[src/rtl/irq_entry_pkg.sv]
package irq_entry_pkg;

   typedef enum logic [1:0] {
      SRC_NONE   = 2'd0,
      SRC_ENTRY  = 2'd1,
      SRC_RETURN = 2'd2
   } redir_src_e;

endpackage

[src/rtl/irq_accept_arb.sv]
module irq_accept_arb
   import irq_entry_pkg::*;
(
   input  logic       live_i,
   input  logic       req_i,
   input  logic       gie_i,
   input  logic       ret_i,
   output redir_src_e src_o
);

   always_comb begin
      src_o = SRC_NONE;
      if (live_i) begin
         if (ret_i)              src_o = SRC_RETURN;
         else if (req_i && gie_i) src_o = SRC_ENTRY;
      end
   end

endmodule

[src/rtl/irq_gie_reg.sv]
module irq_gie_reg
   import irq_entry_pkg::*;
(
   input  logic       clk,
   input  logic       rst_n,
   input  redir_src_e src_i,
   input  logic       wr_en_i,
   input  logic       wr_data_i,
   output logic       gie_o
);

   logic gie_q;
   logic gie_d;

   always_comb begin
      gie_d = gie_q;
      unique case (src_i)
         SRC_ENTRY:  gie_d = 1'b0;
         SRC_RETURN: gie_d = 1'b1;
         default:    if (wr_en_i) gie_d = wr_data_i;
      endcase
   end

   always_ff @(posedge clk or negedge rst_n) begin
      if (!rst_n) gie_q <= 1'b0;
      else        gie_q <= gie_d;
   end

   assign gie_o = gie_q;

   p_clear_after_entry_r3: assert property (@(posedge clk) disable iff (!rst_n)
      (src_i == SRC_ENTRY) |=> !gie_o);

   p_set_after_return_r11: assert property (@(posedge clk) disable iff (!rst_n)
      (src_i == SRC_RETURN) |=> gie_o);

   p_sw_write_r7: assert property (@(posedge clk) disable iff (!rst_n)
      (wr_en_i && src_i == SRC_NONE) |=> gie_o == $past(wr_data_i));

endmodule

[src/rtl/irq_ret_reg.sv]
module irq_ret_reg #(
   parameter int unsigned ADDR_W    = 16,
   parameter bit          USE_RESET = 1'b1
) (
   input  logic              clk,
   input  logic              rst_n,
   input  logic              load_i,
   input  logic [ADDR_W-1:0] addr_i,
   output logic [ADDR_W-1:0] addr_o
);

   localparam logic [ADDR_W-1:0] ZERO_ADDR = '0;

   logic [ADDR_W-1:0] addr_q;

   generate
      if (USE_RESET) begin : g_rst
         always_ff @(posedge clk or negedge rst_n) begin
            if (!rst_n)      addr_q <= ZERO_ADDR;
            else if (load_i) addr_q <= addr_i;
         end
      end else begin : g_nrst
         always_ff @(posedge clk) begin
            if (load_i) addr_q <= addr_i;
         end
      end
   endgenerate

   assign addr_o = addr_q;

   p_capture_r4: assert property (@(posedge clk) disable iff (!rst_n)
      load_i |=> addr_o == $past(addr_i));

   p_hold_r9: assert property (@(posedge clk) disable iff (!rst_n)
      !load_i |=> $stable(addr_o));

endmodule

[src/rtl/irq_redirect_mux.sv]
module irq_redirect_mux
   import irq_entry_pkg::*;
#(
   parameter int unsigned ADDR_W      = 16,
   parameter int unsigned VECTOR_ADDR = 4
) (
   input  redir_src_e        src_i,
   input  logic [ADDR_W-1:0] ret_addr_i,
   output logic              redirect_o,
   output logic [ADDR_W-1:0] target_o
);

   localparam logic [ADDR_W-1:0] VEC = ADDR_W'(VECTOR_ADDR);

   always_comb begin
      redirect_o = (src_i != SRC_NONE);
      target_o   = (src_i == SRC_RETURN) ? ret_addr_i : VEC;
   end

endmodule

[src/rtl/irq_entry_ctrl.sv]
module irq_entry_ctrl
   import irq_entry_pkg::*;
#(
   parameter int unsigned ADDR_W      = 16,
   parameter int unsigned VECTOR_ADDR = 4,
   parameter bit          RET_RESET   = 1'b1
) (
   input  logic              clk,
   input  logic              rst_n,
   input  logic              irq_req_i,
   input  logic [ADDR_W-1:0] pc_i,
   input  logic              ret_req_i,
   input  logic              en_wr_i,
   input  logic              en_wdata_i,
   output logic              redirect_o,
   output logic [ADDR_W-1:0] target_o,
   output logic [ADDR_W-1:0] ret_addr_o,
   output logic              gie_o
);

   generate
      if (ADDR_W < 3 || ADDR_W > 31) begin : g_bad_width
         $error("irq_entry_ctrl: ADDR_W must be within 3..31");
      end else if (VECTOR_ADDR >= (1 << ADDR_W)) begin : g_bad_vec
         $error("irq_entry_ctrl: VECTOR_ADDR does not fit in ADDR_W");
      end
   endgenerate

   redir_src_e src;
   logic       gie;
   logic       load_ret;

   irq_accept_arb u_arb (
      .live_i (rst_n),
      .req_i  (irq_req_i),
      .gie_i  (gie),
      .ret_i  (ret_req_i),
      .src_o  (src)
   );

   irq_gie_reg u_gie (
      .clk       (clk),
      .rst_n     (rst_n),
      .src_i     (src),
      .wr_en_i   (en_wr_i),
      .wr_data_i (en_wdata_i),
      .gie_o     (gie)
   );

   assign load_ret = (src == SRC_ENTRY);

   irq_ret_reg #(
      .ADDR_W    (ADDR_W),
      .USE_RESET (RET_RESET)
   ) u_ret (
      .clk    (clk),
      .rst_n  (rst_n),
      .load_i (load_ret),
      .addr_i (pc_i),
      .addr_o (ret_addr_o)
   );

   irq_redirect_mux #(
      .ADDR_W      (ADDR_W),
      .VECTOR_ADDR (VECTOR_ADDR)
   ) u_mux (
      .src_i      (src),
      .ret_addr_i (ret_addr_o),
      .redirect_o (redirect_o),
      .target_o   (target_o)
   );

   assign gie_o = gie;

   p_no_entry_disabled_r1: assert property (@(posedge clk) disable iff (!rst_n)
      (!ret_req_i && !gie_o) |-> !redirect_o);

   p_vector_target_r2: assert property (@(posedge clk) disable iff (!rst_n)
      (redirect_o && !ret_req_i) |-> target_o == ADDR_W'(VECTOR_ADDR));

   p_entry_once_r3: assert property (@(posedge clk) disable iff (!rst_n)
      (redirect_o && !ret_req_i) |=> (!redirect_o || ret_req_i));

   p_return_target_r5: assert property (@(posedge clk) disable iff (!rst_n)
      ret_req_i |-> (redirect_o && target_o == ret_addr_o));

   p_hw_clear_wins_r8: assert property (@(posedge clk) disable iff (!rst_n)
      (en_wr_i && irq_req_i && gie_o && !ret_req_i) |=> !gie_o);

   p_reset_quiet_r10: assert property (@(posedge clk)
      !rst_n |-> (!redirect_o && !gie_o));

endmodule

[config.mk]
export PLATFORM = sky130hd
export DESIGN_NAME = irq_entry_ctrl
export DESIGN_NICKNAME = d
export VERILOG_FILES = /design/src/rtl/irq_entry_pkg.sv /design/src/rtl/irq_accept_arb.sv /design/src/rtl/irq_gie_reg.sv /design/src/rtl/irq_ret_reg.sv /design/src/rtl/irq_redirect_mux.sv /design/src/rtl/irq_entry_ctrl.sv
export SDC_FILE = /design/constraint.sdc
export NUM_CORES = 1
export LEC_CHECK = 0
export ABC_AREA = 1
export BUFFER_PORTS_ARGS = -buffer_cell sky130_fd_sc_hd__buf_2
export CORE_ASPECT_RATIO = 0.9
export CORE_MARGIN = 2
export CORE_UTILIZATION = 38
export CTS_CLUSTER_DIAMETER = 150
export DETAILED_ROUTE_END_ITERATION = 12
export GPL_TIMING_DRIVEN = 0
export PLACE_DENSITY_LB_ADDON = 0.08
export RECOVER_POWER = 25
export SLEW_MARGIN = 20
export SYNTH_ARGS = -nofsm -noshare
export SYNTH_HDL_FRONTEND = slang
export SYNTH_HIERARCHICAL = 1
export SYNTH_SLANG_ARGS = --single-unit
[constraint.sdc]
create_clock -name clk -period 1.6 [get_ports clk]
set_input_delay 0.08 -clock clk [delete_from_list [all_inputs] [get_ports clk]]
set_output_delay 0.08 -clock clk [all_outputs]
set_load 0.1 [all_outputs]
==> summary.txt, run 1 <==
Status
  • Run status: finished, violations left
  • Failing checks: negative setup slack

CTS
  • Skew-Pair Late Insertion Delay: about 290 ps
  • CTS tree: yes
  • CTS root buf: clkbuf_4
  • Max Buffers Root-to-Sink: 2
  • Clk sinks: 17
  • H-tree levels: 1
  • Clock transition at path regs: 100 ps
  • Num CTS Buffers: 3

Routing
  • Residual DRC: 0
  • DR WL/cell: about 11 µm
  • Via density: around 4.4
  • DRT Wirelength: around 2700 µm
  • 1st-iter DRT viols: 18
  • Drt pass-1 iters: 4
  • Antenna Violating Nets Remaining: 0
  • Vias: around 1000

Logic synthesis
  • Primary FF master, synth: dfrtp_1
  • Commonest cells in the netlist: nand2_1, inv_1, dfrtp_1
  • Yosys warnings: 6
  • Syn_nets: 150
  • Synth area leaders: dfrtp_1, nand2_1, inv_1
  • Cells after Synth: approximately 130
  • Cell area after synthesis: approximately 950 µm²
  • Post-synth ARST share: 100%
  • Synth area leader: dfrtp_1
  • Avg Cell Area, Syn: 7.55 µm²
  • Synthesis-stage register bit count: 17
  • Top-count cell post-synth: nand2_1
  • Sequential fraction of the synthesis area: ~45%
  • Share of the synthesized area in the top cell type: between 40 and 50%
  • EDFF count, synth: 0
  • Synth cell types: 13

Global routing
  • Vias in the first global route: 1014
  • First-pass GRT wire length: between 4000 and 5000 µm
  • Largest net degree at the start of global routing: 18
  • Initial antenna violation count: 0
  • Total gr overflow: 0
  • GRT Total Usage: just under 20%

Critical path
  • Crit path cell chain: nand2_4 -> nor2_4 -> inv_2 -> nand2_8 -> buf_12 -> nor2_4 -> buf_12
  • Crit-path max cell delay: a little over 500 ps
  • Crit path max fanout: 5
  • Worst EP required: approximately 1500 ps
  • Critical Path Start: u_gie/gie_o$_DFFE_PN0P_
  • Crit Path Category: reg -> out
  • Slowest cell on crit path: dfrtp_4
  • Worst setup EP type: output port
  • Crit Reg-Reg Startpoint: u_gie/gie_o$_DFFE_PN0P_
  • CP Data Arrival Time: ~1600 ps
  • Startpoint types: flip-flop

STA
  • Final hold slack: 50.8 ps
  • Minimum clock period: 1630 ps
  • Skew final: between 0.5 and 0.6 ps
  • Slew @ Worst Pin: between 700 and 800 ps
  • RSZ-0062 raised after global routing: true
  • Final worst setup slack: -33.2 ps
  • Period utilization: 102%
  • F_max: 612 MHz
  • Final-report max-slew violation count: 0
  • Final Hold Viols: 0
  • # setup viols final: 14
  • Slew headroom: between 40% and 50%

Layout
  • NumNets Final: 231
  • N_diodes: 0
  • Final Instance Area: 0.00188 mm²
  • P&R area growth vs syn: 97.9%
  • Fin cells: 234
  • Fillers: around 170
  • Layout cell share with drive strength beyond 1: 53.4%

Min path
  • Min-delay src: en_wr_i
  • Hold Crit Class: in -> reg

Power
  • P_int: ~0.0011 W
  • Pleak: around 0.95 nW
  • Logic gate share of total power: 67.7%
  • Power Density: 1490 mW/mm²
  • Flop pwr share: between 20% and 30%
  • Clk pwr share: under 10%
  • VDD IR max: approximately 0.0011 V
  • Sw Ratio: approximately 62%
  • P_sw: ~0.0017 W

Floorplanning
  • CORE AREA: around 0.0024 mm²
  • Chip Height: slightly above 50 µm
  • Die Wd: 56.7 µm
  • Die area: around 0.0029 mm²
  • Initial core utilization: around two fifths
  • Std cell rows: 17
  • IO Count: between 50 and 60

Flow run
  • Max-cap violations: 0

Place
  • DP HPWL: roughly 1700 µm
  • Inst Count DP: about 210
  • IO Port Bufs: 55
  • GPL Wtd Cong: 0.692
  • DP Area: 0.00140 mm²
worst max-delay path: cells and delay by family, from the launching register on:
family,cells,cell delay (ps)
DFF,1,510
buffers and inverters,3,440
and+or+nand+nor,4,300
layout by cell type (no fill, tap or decap), drive strengths merged:
cell type | Yosys | final
buf | 4 | 63
clkbuf | 0 | 3
clkinv | 0 | 1
dfrtp | 17 | 17
dlygate4sd3 | 0 | 17
ha | 2 | 2
inv | 24 | 24
nand2 | 58 | 58
nand3 | 1 | 1
nand3b | 1 | 1
nor2 | 18 | 18
or2 | 1 | 1
stage by stage:
| stage | total power (W) | setup WS, ps | setup TNS (ps) | util (%) |
|---|---|---|---|---|
| finish | 0.00280 | -33.2 | -349 | 78.3 |
| global route | 0.00292 | -94.5 | -1200 | 78.3 |
| CTS | 0.00281 | -71.4 | -521 | 77.9 |
| detailed placement | 0.00239 | -144 | -1280 | 58.1 |
| global placement | 0.00237 | -143 | -1240 | 58.1 |
| floorplan | 0.00215 | -110 | -999 | - |
final timing paths:
kind	endpoint	slack [ps]	cells past startpoint
worst min register to register	u_ret/addr_o[2]$_DFFE_PN0P_	500	2
max in group asynchronous	u_gie/gie_o$_DFFE_PN0P_	610	2
worst max-delay path	target_o[1]	-30	7
worst min-delay path	u_gie/gie_o$_DFFE_PN0P_	50	4
min in group asynchronous	u_gie/gie_o$_DFFE_PN0P_	420	2
worst max register to register	u_gie/gie_o$_DFFE_PN0P_	160	10
kinds of logic (layout without fill, tap and decap cells):
logic type | Yosys count | count (layout) | share of synthesized area [%]
fa+ha+maj | 2 | 2 | 2.63
buf+inv | 28 | 108 | 15.7
flops | 17 | 17 | 44.7
simple gates | 79 | 79 | 37.0
power groups by stage:
stage / Clock, W / Sequential [W] / Combinational [W]
3_5_place_dp: 0 / 0.000676 / 0.00172
6_report: 0.000235 / 0.000670 / 0.00190
3_3_place_gp: 0 / 0.000670 / 0.00170
4_1_cts: 0.000253 / 0.000668 / 0.00189
5_1_grt: 0.000270 / 0.000686 / 0.00196
2_1_floorplan: 0 / 0.00157 / 0.000575
sequential cells by signal (all words and copies together) (netlist names):
signal,count
u_gie/gie_o,1
u_ret/addr_o,16
per-layer routing:
metal  vias up  global-route usage (%)  routed length, µm
li1        520                       -                  -
met5         -                       0                  0
met1       481                    21.8               1090
met2        35                    37.8               1440
met3         2                    4.81                131
met4         0                    3.49                 12
what timing repair did:
item,in CTS,in global routing
pin swaps,3,2
hold buffers,17,0
endpoints found under the hold margin,33,0
gates resized for setup,61,4
setup endpoints to repair,15,17
gates cloned,1,0
setup buffers,3,0
layout make-up:
| class | instances | area [µm²] | area share, % |
|---|---|---|---|
| Timing Repair Buffer | 76 | 724 | 38.5 |
| Buffer | 4 | 62.6 | 3.32 |
| Clock buffer | 3 | 22.5 | 1.20 |
| Clock inverter | 1 | 5.00 | 0.266 |
| Inverter | 24 | 95.1 | 5.05 |
| Tap cell | 28 | 35.0 | 1.86 |
| Multi-Input combinational cell | 81 | 490 | 26.1 |
| Sequential cell | 17 | 447 | 23.7 |
No activity file was read; power rests on OpenSTA's default activity.
==> inputs of run 2 (changes only) <==
--- a/config.mk
+++ b/config.mk
@@ -18,5 +18,4 @@
 export SLEW_MARGIN = 20
 export SYNTH_ARGS = -nofsm -noshare
 export SYNTH_HDL_FRONTEND = slang
-export SYNTH_HIERARCHICAL = 1
 export SYNTH_SLANG_ARGS = --single-unit
==> constraint.sdc (replaced) <==
create_clock -name clk -period 1.6 [get_ports clk]
set_input_delay 0.08 -clock clk [delete_from_list [all_inputs] [get_ports clk]]
set_output_delay 0.08 -clock clk [all_outputs]
set_load 0.02 [all_outputs]
==> summary.txt, run 2 <==
Critical path
  • Worst EP required: 1520 ps
  • Crit Path Category: reg -> out
  • Critical Path Start: u_gie.gie_o$_DFFE_PN0P_
  • Crit Reg-Reg Startpoint: u_gie.gie_o$_DFFE_PN0P_
  • Slowest cell on crit path: dfrtp_1
  • Crit path max fanout: 10
  • CP Buf/Inv Count: 3
  • Startpoint types: flip-flop
  • CP top delay family: buffers and inverters
  • Crit path cell chain: nand2_1 -> inv_2 -> nand2_4 -> buf_6 -> nand2_1 -> buf_2
  • Cell mode on critical path: nand2_1
  • Worst setup EP type: output port
  • Crit-path max cell delay: 370 ps
  • CP Data Arrival Time: approximately 1400 ps

STA
  • # setup viols final: 0
  • Period utilization: about nine tenths
  • Skew final: 2.64 ps
  • F_max: about 700 MHz
  • Final Hold Viols: 0
  • Fin Setup TNS: 0 ps
  • Slew headroom: between 40% and 50%
  • Final-report max-slew violation count: 0
  • RSZ-0062 raised after global routing: false
  • Slew @ Worst Pin: just under 800 ps
  • Minimum clock period: ~1400 ps

Power
  • Total power: between 0.001 and 0.0015 W
  • Power Density: 1100 mW/mm²
  • Pleak: slightly above 0.7 nW
  • VDD IR max: approximately 0.00046 V

CTS
  • Clock transition at path regs: ~90 ps
  • Skew-Pair Late Insertion Delay: around 280 ps
  • Max Buffers Root-to-Sink: 2
  • Postcts setup bufs: 0
  • CTS root buf: clkbuf_4
  • H-tree levels: 1
  • Num CTS Buffers: 3
  • CTS tree: yes
  • PostCTS Resize Cnt: 0
  • Clk sinks: 17

Logic synthesis
  • Sequential fraction of the synthesis area: 49.8%
  • Synth area leader: dfrtp_1
  • Syn_nets: 135
  • Commonest cells in the netlist: nand2_1, dfrtp_1, inv_1, nand3_1, nor2_1
  • Share of the synthesized area in the top cell type: around 50%
  • EDFF count, synth: 0
  • Yosys warnings: 0
  • Top-count cell post-synth: nand2_1
  • Cell area after synthesis: about 850 µm²
  • Post-synth ARST share: 100%
  • Synth area leaders: dfrtp_1, nand2_1, nand3_1
  • Synthesis-stage register bit count: 17
  • Primary FF master, synth: dfrtp_1
  • Cells after Synth: around 110
  • Synth cell types: 13
  • Avg Cell Area, Syn: ~7.6 µm²

Status
  • Run status: completed

Global routing
  • Largest net degree at the start of global routing: 18
  • First-pass GRT wire length: approximately 3600 µm
  • Total gr overflow: 0
  • GRT Total Usage: 18.0%
  • Vias in the first global route: 815
  • Initial antenna violation count: 0

Floorplanning
  • Die area: about 0.0026 mm²
  • IO Count: 56
  • Die Wd: about 54 µm
  • Initial core utilization: between 30% and 40%
  • CORE AREA: approximately 0.0022 mm²
  • Std cell rows: 16
  • Chip Height: 49.0 µm

Routing
  • Drt pass-1 iters: 4
  • Via density: around 4.4
  • DR WL/cell: roughly 11 µm
  • DRT Wirelength: roughly 2100 µm
  • Vias: between 800 and 900
  • Antenna Violating Nets Remaining: 0
  • 1st-iter DRT viols: 17
  • Residual DRC: 0

Layout
  • Layout cell share with drive strength beyond 1: 28.9%
  • Final Instance Area: 0.00118 mm²
  • Largest register FFs: 16
  • N_diodes: 0
  • NumNets Final: slightly below 200
  • Most frequent cells in the layout: nand2_1, buf_2, clkbuf_1
  • P&R area growth vs syn: 37.9%

Place
  • DP Area: approximately 0.0012 mm²
  • GPL Wtd Cong: 0.673
  • IO Port Bufs: 55
  • DP HPWL: between 1500 and 2000 µm

Flow run
  • Max-cap violations: 0

Min path
  • Hold Crit Class: in -> reg
  • Min-delay src: pc_i[0]
==> run 2: cell count changes in the layout (fill, tap and decap cells not counted), sizes merged <==
cell	delta
clkinv	-1
nand2	-17
ha	-2
buf	-21
clkbuf	+18
inv	-6
dlygate4sd3	-16
nand3b	-1
nand3	+15
nor2	-2
==> run 2: final timing paths <==
check,to,slack (ps),depth (start not counted)
hold reg to reg,u_ret.addr_o[9]$_DFFE_PN0P_,500,2
hold / removal,u_ret.addr_o[0]$_DFFE_PN0P_,30,3
max in group asynchronous,u_ret.addr_o[11]$_DFFE_PN0P_,650,2
min in group asynchronous,u_ret.addr_o[1]$_DFFE_PN0P_,470,2
setup / recovery,redirect_o,170,6
setup reg to reg,u_ret.addr_o[15]$_DFFE_PN0P_,510,5
==> run 2: cell families after synthesis <==
| group | share of synthesized area, % |
|---|---|
| flip-flops | 49.8 |
| buffers and inverters | 12.0 |
| AND/OR/NAND/NOR | 38.2 |
==> run 2: worst min-delay path: stages <==
cell and delay, ps:
buf_2 70, nand3_1 60, nand2_1 60
==> run 2: metrics by stage <==
stage	hold slack (ps)	util, %	worst slack [ps]	instances
after floorplan	-216	-	480	113
after global placement	52.5	53.8	263	195
after detailed placement	46.8	53.8	273	195
after CTS	22.7	55.5	158	200
after global routing	26.0	54.5	65.4	200
final	25.7	54.5	172	200
==> run 2: cell type report <==
type	count	area [µm²]
tap	27	33.8
fill	252	983
sequential	17	425
buffer	4	35.0
timing repair buffer	56	264
inverter	18	67.6
clock buffer	4	26.3
multi-input combinational	74	327
==> run 2: metal layers <==
| layer | vias up | global-route usage, % | routed length, µm |
|---|---|---|---|
| met4 | 0 | 3.75 | 0 |
| met2 | 35 | 31.5 | 1000 |
| met3 | 0 | 3.07 | 170 |
| met1 | 393 | 22.9 | 934 |
| li1 | 455 | - | - |
| met5 | - | 0 | 0 |
==> run 2: power by group <==
part	internal [W]	leakage [nW]	total [W]	switching, W
sequential	0.000525	0.212	0.000596	0.0000710
clock	0.0000965	0.0150	0.000219	0.000122
combinational	0.000149	0.493	0.000483	0.000334
==> run 2: what timing repair did <==
item,CTS,global route
endpoints found under the hold margin,17,0
endpoints found under the setup margin,0,0
hold buffers,1,0
==> inputs of run 3 (changes only) <==
--- a/config.mk
+++ b/config.mk
@@ -8,8 +8,8 @@
 export ABC_AREA = 1
 export BUFFER_PORTS_ARGS = -buffer_cell sky130_fd_sc_hd__buf_2
 export CORE_ASPECT_RATIO = 0.9
-export CORE_MARGIN = 2
-export CORE_UTILIZATION = 38
+export CORE_MARGIN = 10
+export CORE_UTILIZATION = 41
 export CTS_CLUSTER_DIAMETER = 150
 export DETAILED_ROUTE_END_ITERATION = 12
 export GPL_TIMING_DRIVEN = 0
==> summary.txt, run 3 (synthesized netlist as in run 2, its figures left out) <==
STA
  • Minimum clock period: approximately 1400 ps
  • Final hold slack: 16.3 ps
  • Slew headroom: approximately 48%
  • Period utilization: approximately nine tenths
  • Fin Setup TNS: 0 ps
  • Final-report max-slew violation count: 0
  • RSZ-0062 raised after global routing: false
  • Skew final: 9.31 ps
  • F_max: around 710 MHz
  • Slew @ Worst Pin: between 700 and 800 ps
  • Final worst setup slack: ~180 ps
  • Final Hold Viols: 0
  • # setup viols final: 0

Floorplanning
  • IO Count: 56
  • Chip Height: 63.3 µm
  • CORE AREA: roughly 0.0020 mm²
  • Std cell rows: 15
  • Initial core utilization: ~44%
  • Die Wd: between 60 and 70 µm
  • Die area: 0.00431 mm²

Flow run
  • Max-cap violations: 0

CTS
  • Clk sinks: 17
  • H-tree levels: 1
  • CTS tree: yes
  • PostCTS Resize Cnt: 0
  • Clock transition at path regs: approximately 100 ps
  • CTS root buf: clkbuf_4
  • Skew-Pair Late Insertion Delay: 280 ps
  • Max Buffers Root-to-Sink: 2
  • Num CTS Buffers: 3
  • Postcts setup bufs: 0

Critical path
  • Crit Reg-Reg Startpoint: u_gie.gie_o$_DFFE_PN0P_
  • Worst setup EP type: output port
  • Worst EP required: roughly 1500 ps
  • CP Data Arrival Time: approximately 1300 ps
  • Crit path max fanout: 10
  • Startpoint types: flip-flop
  • Crit Path Category: reg -> out
  • Critical Path Start: u_gie.gie_o$_DFFE_PN0P_

Place
  • DP Area: roughly 0.0012 mm²
  • Inst Count DP: 193
  • GPL Wtd Cong: roughly 0.77
  • Placement Setup Slack: 296 ps
  • DP HPWL: 1970 µm
  • IO Port Bufs: 55

Status
  • Run status: completed

Power
  • Power Density: roughly 1100 mW/mm²
  • VDD IR max: ~0.00056 V
  • Pleak: a little over 0.7 nW

Layout
  • Fin cells: roughly 200
  • Largest register FFs: 16
  • Final Instance Area: roughly 0.0012 mm²
  • P&R area growth vs syn: 37.6%
  • N_diodes: 0
  • Most frequent cells in the layout: nand2_1, buf_2, clkbuf_1
  • NumNets Final: roughly 200
  • Layout cell share with drive strength beyond 1: 28.9%

Min path
  • Min-delay src: pc_i[2]
  • Hold Crit Class: in -> reg

Routing
  • DR WL/cell: roughly 13 µm
  • Antenna Violating Nets Remaining: 0
  • Via density: approximately 4.5
  • Residual DRC: 0
  • Drt pass-1 iters: 4
  • Vias: between 800 and 900
  • 1st-iter DRT viols: 34
  • DRT Wirelength: about 2500 µm

Global routing
  • Total gr overflow: 0
  • GRT Total Usage: a little under an eighth
  • Vias in the first global route: between 800 and 900
  • Initial antenna violation count: 0
  • Largest net degree at the start of global routing: 18
  • First-pass GRT wire length: 3980 µm
[run 3: cell counts in the layout (fill, tap and decap cells not counted)]
No cell type changed its count.
[run 3: stage by stage]
stage	total power [W]	util, %
after floorplan	0.000917	-
after global placement	0.00111	59.5
after detailed placement	0.00113	59.5
after CTS	0.00136	61.3
after global routing	0.00142	60.3
final	0.00131	60.3
[run 3: critical path, cell delays in order, from the launching register on]
cell and delay, ps:
dfrtp_1 370, nand2_1 70, inv_2 140, nand2_4 110, buf_6 150, nand2_1 50
buf_2 150
[run 3: area by class of cell]
class	instances	area (µm²)
buffer	4	35.0
clock buffer	4	26.3
fill	214	776
inverter	18	67.6
multi-input combinational	74	327
sequential	17	425
tap	25	31.3
timing repair buffer	56	264
[run 3: repair_timing]
action                                 4_1_cts  5_1_grt
endpoints found under the hold margin       17        0
hold buffers                                 1        0
setup endpoints to repair                    0        0
[run 3: final timing paths]
path / endpoint / slack, ps / depth (start not counted)
max reg2reg: u_ret.addr_o[0]$_DFFE_PN0P_ / 530 / 5
max: redirect_o / 180 / 6
min: u_ret.addr_o[2]$_DFFE_PN0P_ / 20 / 3
min reg2reg: u_ret.addr_o[1]$_DFFE_PN0P_ / 500 / 2
max in group asynchronous: u_ret.addr_o[1]$_DFFE_PN0P_ / 650 / 2
min in group asynchronous: u_ret.addr_o[10]$_DFFE_PN0P_ / 460 / 2
[run 3: per-layer routing]
layer	vias up	track usage, %	share of wire [%]
met5	-	0	0
met4	0	3.77	0.48
met3	2	4.42	12
met2	36	18.6	49
met1	400	13.5	39
li1	453	-	-
[run 3: where the power goes]
group	internal (W)	switching (W)
clock network	0.0000966	0.000127
logic	0.000149	0.000343
registers	0.000525	0.0000720
